<file path="src/rtl/trap_dispatch.sv">
module trap_dispatch #(
  parameter int XLEN    = 64,
  parameter int EXC_W   = 16,
  parameter int INST_W  = 32,
  parameter int CTX_W   = 3,
  parameter int PRIO_W  = 6,
  parameter int CAUSE_W = 8
) (
  input  logic               clk,
  input  logic               rst_n,
  input  logic [EXC_W-1:0]   ret_raised,
  input  logic [INST_W-1:0]  ret_inst,
  input  logic [XLEN-1:0]    src_a,
  input  logic [XLEN-1:0]    src_b,
  input  logic [XLEN-1:0]    src_c,
  input  logic [XLEN-1:0]    irq_raised,
  input  logic [XLEN-1:0]    irq_msg,
  input  logic [CTX_W-1:0]   irq_ctx,
  input  logic [PRIO_W-1:0]  irq_prio,
  input  logic               en_we,
  input  logic [EXC_W-1:0]   en_wdata,
  output logic [CTX_W-1:0]   ctx_idx,
  output logic [PRIO_W-1:0]  cur_prio,
  output logic [EXC_W-1:0]   raised_vec,
  output logic               double_fault,
  output logic               trap_taken,
  output logic [1:0]         trap_kind,
  output logic [4:0]         wb_we,
  output logic [CTX_W-1:0]   wb_ctx,
  output logic [XLEN-1:0]    wb_data0,
  output logic [XLEN-1:0]    wb_data1,
  output logic [XLEN-1:0]    wb_data2,
  output logic [XLEN-1:0]    wb_data3,
  output logic [XLEN-1:0]    wb_data4
);

  localparam logic [1:0] KIND_NONE = 2'd0;
  localparam logic [1:0] KIND_IRQ  = 2'd1;
  localparam logic [1:0] KIND_EXC  = 2'd2;
  localparam logic [CTX_W-1:0] CTX_TOP = {CTX_W{1'b1}};
  localparam int PAD_W = XLEN - 1 - CAUSE_W;

  logic [EXC_W-1:0]   enabled_q;
  logic [XLEN-1:0]    win_seed;
  logic [XLEN-1:0]    irq_window;
  logic [EXC_W-1:0]   pend;
  logic               irq_hit;
  logic               exc_hit;
  logic               at_floor;
  logic [CAUSE_W-1:0] low_idx;
  logic [XLEN-1:0]    cause_word;

  assign win_seed   = {1'b1, {(XLEN-1){1'b0}}};
  assign irq_window = $signed(win_seed) >>> cur_prio;
  assign irq_hit    = |(irq_raised & irq_window);
  assign pend       = raised_vec & enabled_q;
  assign exc_hit    = |pend;
  assign at_floor   = (ctx_idx == '0);

  always_comb begin
    low_idx = '0;
    for (int i = EXC_W - 1; i >= 0; i--)
      if (pend[i]) low_idx = CAUSE_W'(i);
  end

  assign cause_word = {1'b1, {PAD_W{1'b0}}, low_idx};

  always_ff @(posedge clk) begin
    if (!rst_n) begin
      ctx_idx      <= CTX_TOP;
      cur_prio     <= '0;
      raised_vec   <= '0;
      enabled_q    <= '0;
      double_fault <= 1'b0;
      trap_taken   <= 1'b0;
      trap_kind    <= KIND_NONE;
      wb_we        <= '0;
      wb_ctx       <= '0;
      wb_data0     <= '0;
      wb_data1     <= '0;
      wb_data2     <= '0;
      wb_data3     <= '0;
      wb_data4     <= '0;
    end else begin
      trap_taken <= irq_hit | exc_hit;
      if (irq_hit) begin
        trap_kind <= KIND_IRQ;
        ctx_idx   <= irq_ctx;
        cur_prio  <= irq_prio;
        wb_we     <= 5'b00001;
        wb_ctx    <= irq_ctx;
        wb_data0  <= irq_msg;
      end else if (exc_hit) begin
        trap_kind    <= KIND_EXC;
        ctx_idx      <= at_floor ? ctx_idx : ctx_idx - 1'b1;
        double_fault <= double_fault | at_floor;
        raised_vec   <= raised_vec & ~pend;
        wb_we        <= 5'b11111;
        wb_ctx       <= at_floor ? ctx_idx : ctx_idx - 1'b1;
        wb_data0     <= cause_word;
        wb_data1     <= XLEN'(ret_inst);
        wb_data2     <= src_a;
        wb_data3     <= src_b;
        wb_data4     <= src_c;
      end else begin
        trap_kind  <= KIND_NONE;
        wb_we      <= '0;
        raised_vec <= raised_vec | ret_raised;
      end
      if (en_we) enabled_q <= en_wdata;
    end
  end

endmodule

</file>
<file path="config.mk">
export PLATFORM = sky130hd
export DESIGN_NAME = trap_dispatch
export DESIGN_NICKNAME = d
export VERILOG_FILES = /design/src/rtl/trap_dispatch.sv
export SDC_FILE = /design/constraint.sdc
export NUM_CORES = 1
export LEC_CHECK = 0
export ABC_CLOCK_PERIOD_IN_PS = 9800
export CORE_AREA = 10 10 286 288
export CTS_CLUSTER_SIZE = 14
export DETAILED_ROUTE_END_ITERATION = 6
export DIE_AREA = 0 0 296 298
export PLACE_DENSITY = 0.52
export REMOVE_ABC_BUFFERS = 1
export SLEW_MARGIN = 20
export SYNTH_ARGS = -nofsm -noshare
export SYNTH_HDL_FRONTEND = slang
export SYNTH_SLANG_ARGS = --single-unit
</file>
<file path="constraint.sdc">
create_clock -name clk -period 9.8 [get_ports clk]
set_clock_uncertainty 0.05 [all_clocks]
set_input_delay 1.96 -clock clk [delete_from_list [all_inputs] [get_ports clk]]
set_output_delay 1.96 -clock clk [all_outputs]
set_load 0.02 [all_outputs]
</file>
# ---- After elaboration in Yosys (flattened, before gate mapping)
# Index checks and enable logic that the tools add are counted.
dict set report op_classes {
  n_reduce_logical 6
  n_mux 26
  n_addsub 1
  n_bitwise 9
  shifts 1
}
# operator count
set ops {}
lappend ops {{64-bit two-way mux} 2}
lappend ops {{8-bit two-way mux} 15}
lappend ops {{65-bit OR reduction} 1}
lappend ops {{64-bit bitwise AND} 1}
lappend ops {{64-bit OR reduction} 1}
lappend ops {{64-bit by 6-bit >>> shifter with 64-bit output, first input constant} 1}
lappend ops {{16-bit bitwise AND} 2}
lappend ops {{16-bit two-way mux} 1}
lappend ops {{16-bit inverter} 1}
lappend ops {{16-bit bitwise OR} 1}
lappend ops {{16-bit OR reduction} 1}
lappend ops {{3-bit two-way mux} 3}
lappend ops {{5-bit two-way mux} 1}
lappend ops {{4-bit two-way mux} 1}
lappend ops {{3-bit logical NOT} 1}
lappend ops {{3-bit by 1-bit subtractor with 3-bit output, second input constant} 1}
lappend ops {{1-bit two-way mux} 2}
lappend ops {{2-bit two-way mux} 1}
lappend ops {{1-bit inverter} 2}
lappend ops {{1-bit bitwise OR} 2}
lappend ops {{2-bit AND reduction} 1}
lappend ops {{2-bit nonzero test} 1}
dict set report totals {
  elab_cells 59
  regBits 341
  output_inout_bits 357
  in_bits 396
}

# ---- Longest topological paths before layout
# Gate-level depths: netlist of run 1.
dict set report depth {
  word_depth 19
  depth_mapped 14
  depth_no_buf 8
}

# ---- Least setup slack after synthesis of run 1
# OpenSTA, ideal clock, no wires.
dict set report synth_path {
  path_type {input to register}
  from {input port irq_raised[39]}
  to {register wb_data2[10]}
  setup_ps 72
  slack_ps 4919
  arrival_ps 4760
  required_ps 9678
  path_buffers 4
  stages 11
  cell_sequence {or4_1 a2111oi_2 o22ai_1 or4_1 or3_1 buf_2 nor3_2 buf_4 buf_6 buf_8 mux2i_1}
}
dict set report synth_between {
  elab_chain_cells 4
}
# item line
set synth_lines {}
lappend synth_lines {{from (decl)} 16} ;# input logic [XLEN-1:0] irq_raised,
lappend synth_lines {{64-bit bitwise AND} 55} ;# assign irq_hit = |(irq_raised & irq_window);
lappend synth_lines {{64-bit OR reduction} 55}
lappend synth_lines {{1-bit inverter (no source line)} --}
lappend synth_lines {{2-bit AND reduction (no source line)} --}
lappend synth_lines {{to (signal assigned)} 102} ;# wb_data2 <= src_a;
lappend synth_lines {{to (decl)} 32} ;# output logic [XLEN-1:0] wb_data2,
# No other way between the ends.
# A chain may end at the register's enable or synchronous reset.

# ---- Final worst setup path of run 1
dict set report layout_path {
  from {input port irq_raised[39]}
  to {register wb_data2[7]}
}
# The elaborated chain is that of the path after synthesis.

==> flow_summary.toml, run 1 <==
[layout]
fin_cells = 3224
area_delta_synth_final_pct = 64.1
fin_area_mm2 = 0.0233
final_layout_size_suffix_gt1_share_pct = 4.24
fin_nets = 2613
postLayoutCoreUtil_pct = 30.8

[timing]
worst_pin_slew_ps = 1130
fmax_ghz = 0.164
fin_ws_ps = 3690
setup_viol = 0
slew_violations = 0
fin_crit_sh_pct = 62.4
rsz0062_at_grt = "false"
fin_crit_ps = 6110
hold_viol_final = 0
relSlewSlack_pct = 24.4

[setup_path]
worst_path_largest_cell_delay_ps = 640
ff2ff_setup_slack_ps = 4870
rr_endpoint = "wb_data2[7]"
arrival_ps = 6540
cp-endpoint = "wb_data2[7]"
critPathMaxFanout = 129
path_depth = 9
cp.required_ps = 10230
end_kind = "register"
crit-reg2reg-launch = "cur_prio[1]"
crit_chain = "clkdlybuf4s50_1 -> or4_1 -> a2111oi_2 -> o22ai_1 -> or4_1 -> or3_1 -> nor3_4 -> buf_12 -> mux2i_1"
timing.critical_path.mode_cell = "or4_1"
crit_family = "simple AND/OR/NAND/NOR gates"
critPathLaunch = "irq_raised[39]"
critPathBufInv = 2
worstSetupStartpointType = "input pin"
cp_slowest_cell = "or3_1"
crit_type = "input pin to register"
reg2reg_depth = 8

[placement]
io_buffers = 720
dpl_cell_area_mm2 = 0.0220
gp_congestion = 0.856
hpwl_um = 49300
place_ws_ps = 3190
dpl.cell_count = 3148

[clocking]
cts_tree = "done"
cts_setup_buffers = 0
root_buffer = "clkbuf_16"
htree_levels = 2
cts_sinks = 336
cts_hold_buf = 0
cts_resized = 0
numCtsBuffers = 42
clkTransAtPathRegs_ps = 60
insertion_delay_ps = 560
cts_buffer_depth = 3

[run_status]
status = "finished, final reports clean"

[synth]
synth.distinct_cells = 65
synth_top_area_share_pct = 47.3
synth_commonest_cells = "nand2_1 (502), dfxtp_1 (336), mux2i_1 (242)"
synth_seq_cells = 336
yosysWarnings = 0
synth_flop_cell = "dfxtp_1"
synth_seq_area_share_pct = 47.3
yosys-top-cells-area = "dfxtp_1 (47%), mux2i_1 (17%), nand2_1 (13%), a22o_1 (3.8%), buf_4 (2.4%)"
yosysMostFrequentCell = "nand2_1"
async_flop_share_pct = 0
synth_cells = 1564
synth_area_per_cell_um2 = 9.08
synth-edff-count = 0
synth_area_mm2 = 0.0142
synth_largest_area_cell = "dfxtp_1"

[global_route]
grt_max_degree = 130
grt_pass1_wl_um = 92500
grt_overflow = 0
grt_pass1_vias = 14000
antenna_found_initial = 6
grt_usage_pct = 13.6

[pwr]
max-vdd-ir-drop_mv = 0.101
p_leak_nw = 8.31
power_density_mw_per_mm2 = 143
power.total_mw = 3.32

[hold_path]
min_from = "wb_data2[59]"
hold_path.class = "register to register"

[route]
maxUsedRoutingLayer = "met5"
dr.pass1.iters = 5
wl_met1_um = 22800
vias = 13600
avgRoutedWirePerCell_um = 19.8
ant_nets = 0
first_iter_violations = 710
wl_met3_um = 5270
met2_wirelength_um = 34500
drc_errors = 0
wl_um = 63900
viasPerCell = 4.23

[floorplan]
dieArea_mm2 = 0.0882
core_mm2 = 0.0757
num_io_pins = 753
num_rows = 101
die_h_um = 298
fp.dieW_um = 296
initial_core_util_pct = 18.8

[run]
maxCapViolCount = 0
area by class of cell:
cell class,count,area (um2)
fillers,7861,52400
flip-flops and latches,336,6730
repair buffers,736,7360
multi-input cells,1086,6600
clock buffers,59,1220
diodes,4,10.0
well taps,978,1220
clock inverters,13,136
inverters,12,45.0
per-stage QoR:
step / hold WS, ps / TNS (ps)
final: 402 / 0
after global routing: 420 / 0
after CTS: 406 / 0
after detailed placement: 397 / 0
after floorplan: 448 / -1653640
after global placement: 391 / 0
sequential cells by signal, summed over array words and instances (netlist names), 6 cells and up:
signal,cells
enabled_q,16
wb_data4,64
raised_vec,16
wb_data3,64
cur_prio,6
wb_data2,64
wb_data1,32
wb_data0,64
routing by layer:
layer | track usage (%) | up-vias
met3 | 4.20 | 75
met2 | 25.9 | 478
li1 | - | 6570
met4 | 3.89 | 2
met1 | 14.1 | 6505
met5 | 0 | -
where the power goes:
group | switching, mW | internal [mW]
sequential | 0.0210 | 1.39
combinational | 0.162 | 0.212
clock | 0.624 | 0.916
total | 0.807 | 2.52
worst min-delay path, delay by kind of cell (launching register included):
| family | cells | cell delay, ps |
|---|---|---|
| flops | 1 | 310 |
| simple gates | 1 | 50 |
| mux | 1 | 50 |
cell families after synthesis:
| group | synth area share [%] |
|---|---|
| xor gates and xnor gates | 0.123 |
| adders and majority gates | 0.335 |
| buffers and inverters | 7.24 |
| AOI/OAI and AO/OA | 10.8 |
| DFF | 47.3 |
| muxes | 17.0 |
| and+or+nand+nor | 17.1 |
| other | 0.0264 |
worst min path at each step:
stage               endpoint  slack (ps)  depth (start not counted)
2_1_floorplan  enabled_q[15]         450                          2
6_report        wb_data2[59]         400                          2
5_1_grt          wb_data3[2]         420                          2
3_5_place_dp    wb_data1[29]         400                          2
3_3_place_gp    wb_data3[37]         390                          2
4_1_cts         wb_data3[23]         410                          2
cell usage in the layout (no fill, tap or decap), types with 4 or more instances in the layout:
cell and instances:
clkbuf_16 43, and3_1 18, nor3_1 5, nand3_1 12, inv_1 11, o21ai_0 22, a211oi_1 10, a21oi_1 21
nand2_1 502, mux2i_1 242, dfxtp_1 336, or4_1 5, a31oi_1 6, a21o_1 6, nand4_1 7, a22oi_1 13
clkbuf_1 8, o211ai_1 4, nor4_1 4, o22ai_1 19, a32oi_1 5, a2111oi_0 4, nor2_1 32, a22o_1 61
diode_2 4, clkdlybuf4s50_1 719, clkinv_2 8, buf_4 14, clkbuf_8 8, conb_1 32
Note: power is estimated with default switching activity, not from simulation.
==> run 2: changes to the inputs <==
- ABC_CLOCK_PERIOD_IN_PS: 9800 -> 6200
- CORE_AREA: 10 10 286 288 -> 10 10 288 290
- DIE_AREA: 0 0 296 298 -> 0 0 298 300
- clock period: 9.8 -> 6.2 ns (I/O delays scaled with it)
==> flow_summary.toml, run 2 (synthesized netlist as in run 1, its figures left out) <==
[floorplan]
fp.dieW_um = 298
dieArea_mm2 = 0.0894
num_rows = 102
core_mm2 = 0.0771
num_io_pins = 753
die_h_um = 300
initial_core_util_pct = 18.4

[clocking]
root_buffer = "clkbuf_16"
cts_resized = 0
cts_sinks = 336
numCtsBuffers = 41
insertion_delay_ps = 560
cts_buffer_depth = 3
htree_levels = 2
clkTransAtPathRegs_ps = 50
cts_tree = "done"
cts_hold_buf = 0
cts_setup_buffers = 0

[timing]
worst_pin_slew_ps = 1050
fmax_ghz = 0.211
setup_viol = 0
relSlewSlack_pct = 29.9
fin_crit_ps = 4750
rsz0062_at_grt = "false"
fin_crit_sh_pct = 76.5
hold_viol_final = 0
slew_violations = 0

[route]
vias = 13600
dr.pass1.iters = 5
first_iter_violations = 654
avgRoutedWirePerCell_um = 19.7
drc_errors = 0
wl_um = 64900
viasPerCell = 4.14
ant_nets = 0

[setup_path]
cp_slowest_cell = "or4_1"
cp.required_ps = 6620
end_kind = "register"
arrival_ps = 5170
critPathBufInv = 3
crit_chain = "clkdlybuf4s50_1 -> or4_1 -> a2111oi_2 -> o22ai_1 -> or4_1 -> or3_1 -> nor3_4 -> buf_12 -> buf_4 -> mux2i_1"
worst_path_largest_cell_delay_ps = 570
timing.critical_path.mode_cell = "or4_1"
critPathMaxFanout = 25
crit_type = "input pin to register"
worstSetupStartpointType = "input pin"
crit_family = "simple AND/OR/NAND/NOR gates"

[layout]
layout_commonest_cell = "clkdlybuf4s50_1"
final_cell_mix = "clkdlybuf4s50_1 (719), nand2_1 (502), dfxtp_1 (336)"
fin_area_mm2 = 0.0234
final_layout_size_suffix_gt1_share_pct = 4.15
fin_cells = 3289
fillers = 8102
fin_nets = 2617
area_delta_synth_final_pct = 64.5

[run_status]
status = "finished, final reports clean"

[global_route]
antenna_found_initial = 8
grt_pass1_vias = 14000
grt_usage_pct = 13.6
grt_max_degree = 185
grt_overflow = 0
grt_pass1_wl_um = 93600

[placement]
gp_congestion = 0.897
io_buffers = 720
dpl_cell_area_mm2 = 0.0221
hpwl_um = 50700
dpl.cell_count = 3215

[hold_path]
hold_path.class = "register to register"

[pwr]
power_density_mw_per_mm2 = 219
clkPwrFrac_pct = 44.9
p_switching_mw = 1.27
max-vdd-ir-drop_mv = 0.178
power.share.combinational_pct = 11.6
p_leak_nw = 8.29
intPower_mw = 3.86
swShare_pct = 24.7
pwr-share-seq_pct = 43.4
power.total_mw = 5.12

[run]
maxCapViolCount = 0
[run 2: cell count changes in the layout (fill, tap and decap cells not counted), moves of 2 or more]
cell / change
clkbuf_8: -4
buf_4: +2
clkbuf_1: +3
diode_2: +2
buf_12: +3
[run 2: cell type report]
cell class | instances | area, um2 | share of cell area [%]
Inverter | 12 | 45.0 | 0.193
Clock buffer | 57 | 1150 | 4.91
Timing Repair Buffer | 741 | 7430 | 31.8
Tap cell | 1040 | 1300 | 5.57
Multi-Input combinational cell | 1086 | 6600 | 28.2
Clock inverter | 11 | 98.8 | 0.423
Sequential cell | 336 | 6730 | 28.8
Antenna cell | 6 | 15.0 | 0.0643
[run 2: worst reg2reg max path, delay by kind of cell (launching register included)]
family	cells	cell delay [ps]
buf+inv	2	670
mux	1	250
flops	1	640
compound gates	3	1010
simple gates	3	1480
[run 2: worst paths after layout]
path / startpoint / end / slack [ps] / cells after the start
worst max-delay path: irq_raised[39] / wb_data4[49] / 1450 / 10
worst min-delay path: wb_data4[53] / wb_data4[53] / 410 / 2
worst max register to register: cur_prio[1] / wb_data4[49] / 2020 / 9
worst min register to register: wb_data4[53] / wb_data4[53] / 410 / 2
[run 2: power by group through the flow]
stage	registers, mW	clock network [mW]	logic (mW)
2_1_floorplan	2.30	0	0.133
3_3_place_gp	2.27	0	0.593
3_5_place_dp	2.27	0	0.596
4_1_cts	2.22	2.40	0.600
5_1_grt	2.23	2.48	0.641
6_report	2.23	2.30	0.596
[run 2: through the flow]
| step | hold WS (ps) | setup WS, ps | setup TNS [ps] | util [%] |
|---|---|---|---|---|
| detailed placement | 397 | 866 | 0 | 28.7 |
| global placement | 391 | 912 | 0 | 28.7 |
| finish | 405 | 1450 | 0 | 30.3 |
| floorplan | 448 | -10260 | -2298760 | - |
| global route | 422 | 1310 | 0 | 30.3 |
| CTS | 406 | 1460 | 0 | 30.3 |
[run 2: metal layers]
metal	vias up	share of wire [%]	routed length (um)	global-route usage, %
met4	4	2.4	1560	4.06
met3	82	8.2	5300	4.64
met1	6471	38	25000	14.9
li1	6576	-	-	-
met2	492	51	33100	24.4
met5	-	0.042	27	0
